==> config.mk <==
export PLATFORM = sky130hd
export DESIGN_NAME = clk_watchdog
export DESIGN_NICKNAME = d
export VERILOG_FILES = /design/src/rtl/cwd_pkg.sv /design/src/rtl/cwd_prescale.sv /design/src/rtl/cwd_regs.sv /design/src/rtl/cwd_fsm.sv /design/src/rtl/cwd_fs_mux.sv /design/src/rtl/clk_watchdog.sv
export SDC_FILE = /design/constraint.sdc
export NUM_CORES = 1
export LEC_CHECK = 0
export BUFFER_PORTS_ARGS = -buffer_cell sky130_fd_sc_hd__buf_2
export CORE_MARGIN = 2
export CORE_UTILIZATION = 30
export DETAILED_ROUTE_END_ITERATION = 12
export GPL_TIMING_DRIVEN = 0
export HOLD_SLACK_MARGIN = 0.05
export PLACE_DENSITY_LB_ADDON = 0.15
export SLEW_MARGIN = 15
export SYNTH_ARGS = -nofsm -noshare
export SYNTH_HDL_FRONTEND = slang
export SYNTH_SLANG_ARGS = --single-unit
export TNS_END_PERCENT = 5
==> constraint.sdc <==
create_clock -name clk -period 2 [get_ports clk]
set_input_delay 0.1 -clock clk [delete_from_list [all_inputs] [get_ports clk]]
set_output_delay 0.1 -clock clk [all_outputs]
set_load 0.02 [all_outputs]
==> src/rtl/cwd_pkg.sv <==
package cwd_pkg;
    localparam int FS_W = 5;

    typedef enum logic [1:0] {
        ST_IDLE    = 2'd0,
        ST_COUNT   = 2'd1,
        ST_TRIPPED = 2'd2
    } wd_state_e;
endpackage

==> src/rtl/cwd_prescale.sv <==
module cwd_prescale #(
    parameter int UNIT_DIV = 1000
) (
    input  logic clk,
    input  logic rst_n,
    input  logic tick_i,
    input  logic restart_i,
    output logic unit_o
);
    generate
        if (UNIT_DIV <= 1) begin : g_pass
            assign unit_o = tick_i;
        end else begin : g_div
            localparam int PW = $clog2(UNIT_DIV);
            localparam logic [PW-1:0] LAST = PW'(UNIT_DIV - 1);
            logic [PW-1:0] phase_q;

            always_ff @(posedge clk or negedge rst_n) begin
                if (!rst_n) begin
                    phase_q <= '0;
                end else if (restart_i) begin
                    phase_q <= '0;
                end else if (tick_i) begin
                    phase_q <= (phase_q == LAST) ? '0 : phase_q + 1'b1;
                end
            end

            assign unit_o = tick_i && (phase_q == LAST) && !restart_i;
        end
    endgenerate
endmodule

==> src/rtl/cwd_regs.sv <==
module cwd_regs #(
    parameter int CNT_W     = 8,
    parameter int CNT_RESET = 8,
    parameter int FS_W      = 5
) (
    input  logic             clk,
    input  logic             rst_n,
    input  logic             strap_en_i,
    input  logic [FS_W-1:0]  strap_fs_i,
    input  logic             cnt_we_i,
    input  logic [CNT_W-1:0] cnt_wd_i,
    input  logic             en_we_i,
    input  logic             en_wd_i,
    input  logic             sf_we_i,
    input  logic [FS_W-1:0]  sf_wd_i,
    input  logic             src_we_i,
    input  logic             src_wd_i,
    output logic [CNT_W-1:0] load_cnt_o,
    output logic             eff_en_o,
    output logic [FS_W-1:0]  safe_code_o
);
    logic             captured_q;
    logic             strap_en_q;
    logic [FS_W-1:0]  strap_fs_q;
    logic             ovr_q;
    logic             en_q;
    logic [CNT_W-1:0] cnt_q;
    logic [FS_W-1:0]  sf_q;
    logic             src_q;

    always_ff @(posedge clk or negedge rst_n) begin
        if (!rst_n) begin
            captured_q <= 1'b0;
            strap_en_q <= 1'b0;
            strap_fs_q <= '0;
        end else if (!captured_q) begin
            captured_q <= 1'b1;
            strap_en_q <= strap_en_i;
            strap_fs_q <= strap_fs_i;
        end
    end

    always_ff @(posedge clk or negedge rst_n) begin
        if (!rst_n) begin
            ovr_q <= 1'b0;
            en_q  <= 1'b0;
            cnt_q <= CNT_W'(CNT_RESET);
            sf_q  <= '0;
            src_q <= 1'b0;
        end else begin
            if (en_we_i) begin
                ovr_q <= 1'b1;
                en_q  <= en_wd_i;
            end
            if (cnt_we_i) cnt_q <= cnt_wd_i;
            if (sf_we_i)  sf_q  <= sf_wd_i;
            if (src_we_i) src_q <= src_wd_i;
        end
    end

    assign load_cnt_o  = cnt_q;
    assign eff_en_o    = ovr_q ? en_q : (captured_q & strap_en_q);
    assign safe_code_o = src_q ? sf_q : strap_fs_q;
endmodule

==> src/rtl/cwd_fsm.sv <==
module cwd_fsm
    import cwd_pkg::*;
#(
    parameter int CNT_W = 8
) (
    input  logic             clk,
    input  logic             rst_n,
    input  logic             en_i,
    input  logic             kick_i,
    input  logic             clr_i,
    input  logic             unit_i,
    input  logic [CNT_W-1:0] load_i,
    output logic             reload_o,
    output logic             alarm_o,
    output logic             pulse_o
);
    localparam logic [CNT_W-1:0] ONE = CNT_W'(1);

    wd_state_e        state_q, state_d;
    logic [CNT_W-1:0] cnt_q, cnt_d;
    logic             pulse_q, pulse_d;

    always_ff @(posedge clk or negedge rst_n) begin
        if (!rst_n) begin
            state_q <= ST_IDLE;
            cnt_q   <= '0;
            pulse_q <= 1'b0;
        end else begin
            state_q <= state_d;
            cnt_q   <= cnt_d;
            pulse_q <= pulse_d;
        end
    end

    always_comb begin
        state_d  = state_q;
        cnt_d    = cnt_q;
        pulse_d  = 1'b0;
        reload_o = 1'b0;
        unique case (state_q)
            ST_IDLE: begin
                if (en_i) begin
                    state_d  = ST_COUNT;
                    cnt_d    = load_i;
                    reload_o = 1'b1;
                end
            end
            ST_COUNT: begin
                if (!en_i) begin
                    state_d = ST_IDLE;
                end else if (kick_i) begin
                    cnt_d    = load_i;
                    reload_o = 1'b1;
                end else if (unit_i) begin
                    if (cnt_q <= ONE) begin
                        state_d = ST_TRIPPED;
                        pulse_d = 1'b1;
                    end else begin
                        cnt_d = cnt_q - ONE;
                    end
                end
            end
            ST_TRIPPED: begin
                if (clr_i) begin
                    if (en_i) begin
                        state_d  = ST_COUNT;
                        cnt_d    = load_i;
                        reload_o = 1'b1;
                    end else begin
                        state_d = ST_IDLE;
                    end
                end
            end
            default: state_d = ST_IDLE;
        endcase
    end

    always_comb begin
        alarm_o = (state_q == ST_TRIPPED);
        pulse_o = pulse_q;
    end
endmodule

==> src/rtl/cwd_fs_mux.sv <==
module cwd_fs_mux #(
    parameter int FS_W = 5
) (
    input  logic            alarm_i,
    input  logic [FS_W-1:0] safe_i,
    input  logic [FS_W-1:0] norm_i,
    output logic [FS_W-1:0] fs_o
);
    assign fs_o = alarm_i ? safe_i : norm_i;
endmodule

==> src/rtl/clk_watchdog.sv <==
module clk_watchdog #(
    parameter int UNIT_DIV  = 1000,
    parameter int CNT_W     = 8,
    parameter int CNT_RESET = 8
) (
    input  logic                      clk,
    input  logic                      rst_n,
    input  logic                      strap_en_i,
    input  logic [cwd_pkg::FS_W-1:0]  strap_fs_i,
    input  logic                      tick_i,
    input  logic                      kick_i,
    input  logic                      alarm_clr_i,
    input  logic                      cnt_we_i,
    input  logic [CNT_W-1:0]          cnt_wd_i,
    input  logic                      en_we_i,
    input  logic                      en_wd_i,
    input  logic                      sf_we_i,
    input  logic [cwd_pkg::FS_W-1:0]  sf_wd_i,
    input  logic                      src_we_i,
    input  logic                      src_wd_i,
    input  logic [cwd_pkg::FS_W-1:0]  norm_fs_i,
    output logic                      alarm_o,
    output logic                      alarm_rst_o,
    output logic [cwd_pkg::FS_W-1:0]  fs_o
);
    localparam int FW = cwd_pkg::FS_W;

    logic [CNT_W-1:0] load_cnt;
    logic             eff_en;
    logic [FW-1:0]    safe_code;
    logic             reload;
    logic             unit;

    cwd_regs #(.CNT_W(CNT_W), .CNT_RESET(CNT_RESET), .FS_W(FW)) u_regs (
        .clk(clk), .rst_n(rst_n),
        .strap_en_i(strap_en_i), .strap_fs_i(strap_fs_i),
        .cnt_we_i(cnt_we_i), .cnt_wd_i(cnt_wd_i),
        .en_we_i(en_we_i), .en_wd_i(en_wd_i),
        .sf_we_i(sf_we_i), .sf_wd_i(sf_wd_i),
        .src_we_i(src_we_i), .src_wd_i(src_wd_i),
        .load_cnt_o(load_cnt), .eff_en_o(eff_en), .safe_code_o(safe_code)
    );

    cwd_prescale #(.UNIT_DIV(UNIT_DIV)) u_pre (
        .clk(clk), .rst_n(rst_n), .tick_i(tick_i),
        .restart_i(reload), .unit_o(unit)
    );

    cwd_fsm #(.CNT_W(CNT_W)) u_fsm (
        .clk(clk), .rst_n(rst_n), .en_i(eff_en), .kick_i(kick_i),
        .clr_i(alarm_clr_i), .unit_i(unit), .load_i(load_cnt),
        .reload_o(reload), .alarm_o(alarm_o), .pulse_o(alarm_rst_o)
    );

    cwd_fs_mux #(.FS_W(FW)) u_mux (
        .alarm_i(alarm_o), .safe_i(safe_code), .norm_i(norm_fs_i), .fs_o(fs_o)
    );
endmodule

==> run metrics <==
status finished, violations left; failing checks setup timing; met2 usage 20.69%; worst hold margin 96.13 ps; MaxCap Viol Count 0; most used routing layer met2; Final Worst Setup Slack -2.484 ps; Min Clock Period, post-route 2002 ps; CTS tree built; # H-tree levels 2; die height 95.06 um; Max Slew Vio Count 0; PD cells 811.0 nW/um2; Critical Path RT 2180 ps; crit-path max FO 5; Max Clock Freq 499.4 MHz; die extent in x 95.06 um; Clock Pin Slew Worst Setup and Hold Paths 80 ps; nets 348; Routed WL 5424 um; Placeable Area 8134 um2; met3 GRT Util 2.846%; drt wl/cell 13.17 um; starting density of the core 30.58%; number of synthesized flops with an enable pin 0; post-synth cell types 56; Fin Clk Skew 4.112 ps; type of origin of the critical path register; met1 GRT Util 17.43%; total grt overflow 0; hold depth 2; Pleak 1.418 nW; Cells after Synth 232; most frequent cells in the layout 42 x dfrtp_1, 40 x buf_2, 24 x dlygate4sd3_1; Crit path arrival time 2180 ps; Clock Tree Buf Depth 2; area delta synth->final 32.70%; Synthesized Nets 274; Yosys reg bits 44; Async SR Flop Fraction 100.0%; worst vdd ir 281.4 uV; 1st-pass router iterations 4; Clock Sinks 44; hold crit path type input port to register; largest net degree at the start of global routing 45; DIE AREA 9035 um2; layout cells sized above 1 32.57%; Final ANT Viol Nets 0; Placed Cells 377; # diodes 0; GRT Total Usage 12.80%; Clk Latency, worst-skew pair 290 ps; RSZ-0062 raised after global routing true; final instance area 3301 um2; FF-to-FF path depth 7; drt first-iter violations 39; # setup viols final 1; Hold Vio Cnt, Final 0; buffer type at the clock tree root clkbuf_8; I/O Buffers 40; Placed Instance Area 2844 um2; post-synthesis sequential area ratio 44.32%; CTS buffer count 5; vias in the first global route 1952; initial antenna violation count 0; global-route wire length before repair 9204 um; Worst Path Class, Setup register to register; Ys Warns 0; Slew HR 33.93%; hpwl dp 4001 um; fin cells 412; DR vias 2027; reg-to-reg setup timing slack -2 ps; vias per cell 4.920; ys flop type dfrtp_1; Core Rows 33; Top Ports 42; most common cell after layout, fill and taps aside dfrtp_1; DRC viols 0; mapped cell area 2487 um2; final period utilization 100.1%; gpl congestion 0.8095; Post-Syn Area per Cell 10.72 um2; Critical Path Sink Type register; Slew @ Worst Pin 991.1 ps
critical path, cell delays in order (launching register included):
cell and delay [ps]:
dfrtp_1 420, inv_2 100, ha_4 160, mux2_4 330, a21o_4 240, a2111oi_4 370
nand4_1 150, o311a_1 120
report_power, final:
group,internal [mW],switching (mW)
clock,0.409,0.311
sequential,1.02,0.124
combinational,0.378,0.431
area by class of cell:
| type | count | area [um2] |
|---|---|---|
| clock buffers | 6 | 82.58 |
| plain buffers | 7 | 42.54 |
| well taps | 105 | 131.4 |
| clock inverters | 2 | 38.79 |
| inverters | 8 | 30.03 |
| repair buffers | 67 | 475.5 |
| multi-input cells | 173 | 1396 |
| flip-flops and latches | 44 | 1104 |
| fillers | 828 | 4833 |
cell families after synthesis:
group / after synthesis / share of synthesized area, %
other cells: 1 / 0.1508
xor+xnor: 2 / 0.7044
buf+inv: 15 / 2.717
compound gates: 52 / 16.85
flops: 44 / 44.32
fa+ha+maj: 7 / 3.521
mux: 31 / 13.73
simple gates: 80 / 18.01
timing repair:
item	4_1_cts	5_1_grt
hold buffers	24	0
buffers inserted	0	3
endpoints found under the hold margin	65	0
setup endpoints to repair	7	15
resized for setup	4	11
pin swaps	5	14
cell usage after synthesis (3+ instances only):
library cell,number,share of area [%]
or3_1,3,0.75
nor2_1,21,3.2
nand4_1,3,0.75
clkbuf_1,5,0.75
or4_1,5,1.5
o211ai_1,5,1.5
nor3_1,4,0.80
mux2i_1,9,3.6
a31oi_1,3,0.75
inv_1,8,1.2
a21oi_1,14,2.8
and3_1,6,1.5
ha_1,7,3.5
o21ai_0,3,0.60
mux2_2,21,9.5
nand3_1,9,1.8
o31ai_1,3,0.91
dfrtp_1,43,43
nand2_1,14,2.1
final timing paths:
kind | from | end
max in group asynchronous | rst_n | u_fsm.state_q[1]$_DFFE_PN0P_
worst max-delay path | u_fsm.state_q[0]$_DFFE_PN0P_ | u_fsm.cnt_q[2]$_DFFE_PN0P_
worst min-delay path | tick_i | u_pre.g_div.phase_q[3]$_DFFE_PN0P_
worst min register to register | u_regs.sf_q[2]$_DFFE_PN0P_ | u_regs.sf_q[2]$_DFFE_PN0P_
min in group asynchronous | rst_n | u_pre.g_div.phase_q[9]$_DFFE_PN0P_
worst max register to register | u_fsm.state_q[0]$_DFFE_PN0P_ | u_fsm.cnt_q[2]$_DFFE_PN0P_
flip-flops by register name (all words and copies together) (netlist names):
name and count:
u_regs.captured_q 1, u_regs.strap_en_q 1, u_regs.src_q 1, u_regs.sf_q 5, u_regs.strap_fs_q 5, u_regs.load_cnt_o 8
u_fsm.state_q 2, u_pre.g_div.phase_q 10, u_regs.en_q 1, u_fsm.cnt_q 8, u_fsm.pulse_o 1, u_regs.ovr_q 1
through the flow:
| step | setup TNS [ps] | power (mW) | setup slack (ps) | util (%) |
|---|---|---|---|---|
| after detailed placement | -409.8 | 1.860 | -92.43 | 34.96 |
| after CTS | -118.5 | 2.661 | -42.44 | 39.62 |
| after global placement | -428.3 | 1.853 | -117.2 | 34.96 |
| after global routing | -761.7 | 2.868 | -119.5 | 40.58 |
| final | -2.484 | 2.677 | -2.484 | 40.58 |
| after floorplan | 0 | 1.659 | 5.211 | - |
routing by layer:
metal / up-vias / part of all wire [%]
met5: - / 0
met4: 0 / 1.0
met3: 5 / 2.1
met2: 19 / 47
met1: 988 / 50
li1: 1015 / -
Note: power is estimated with default switching activity, not from simulation.
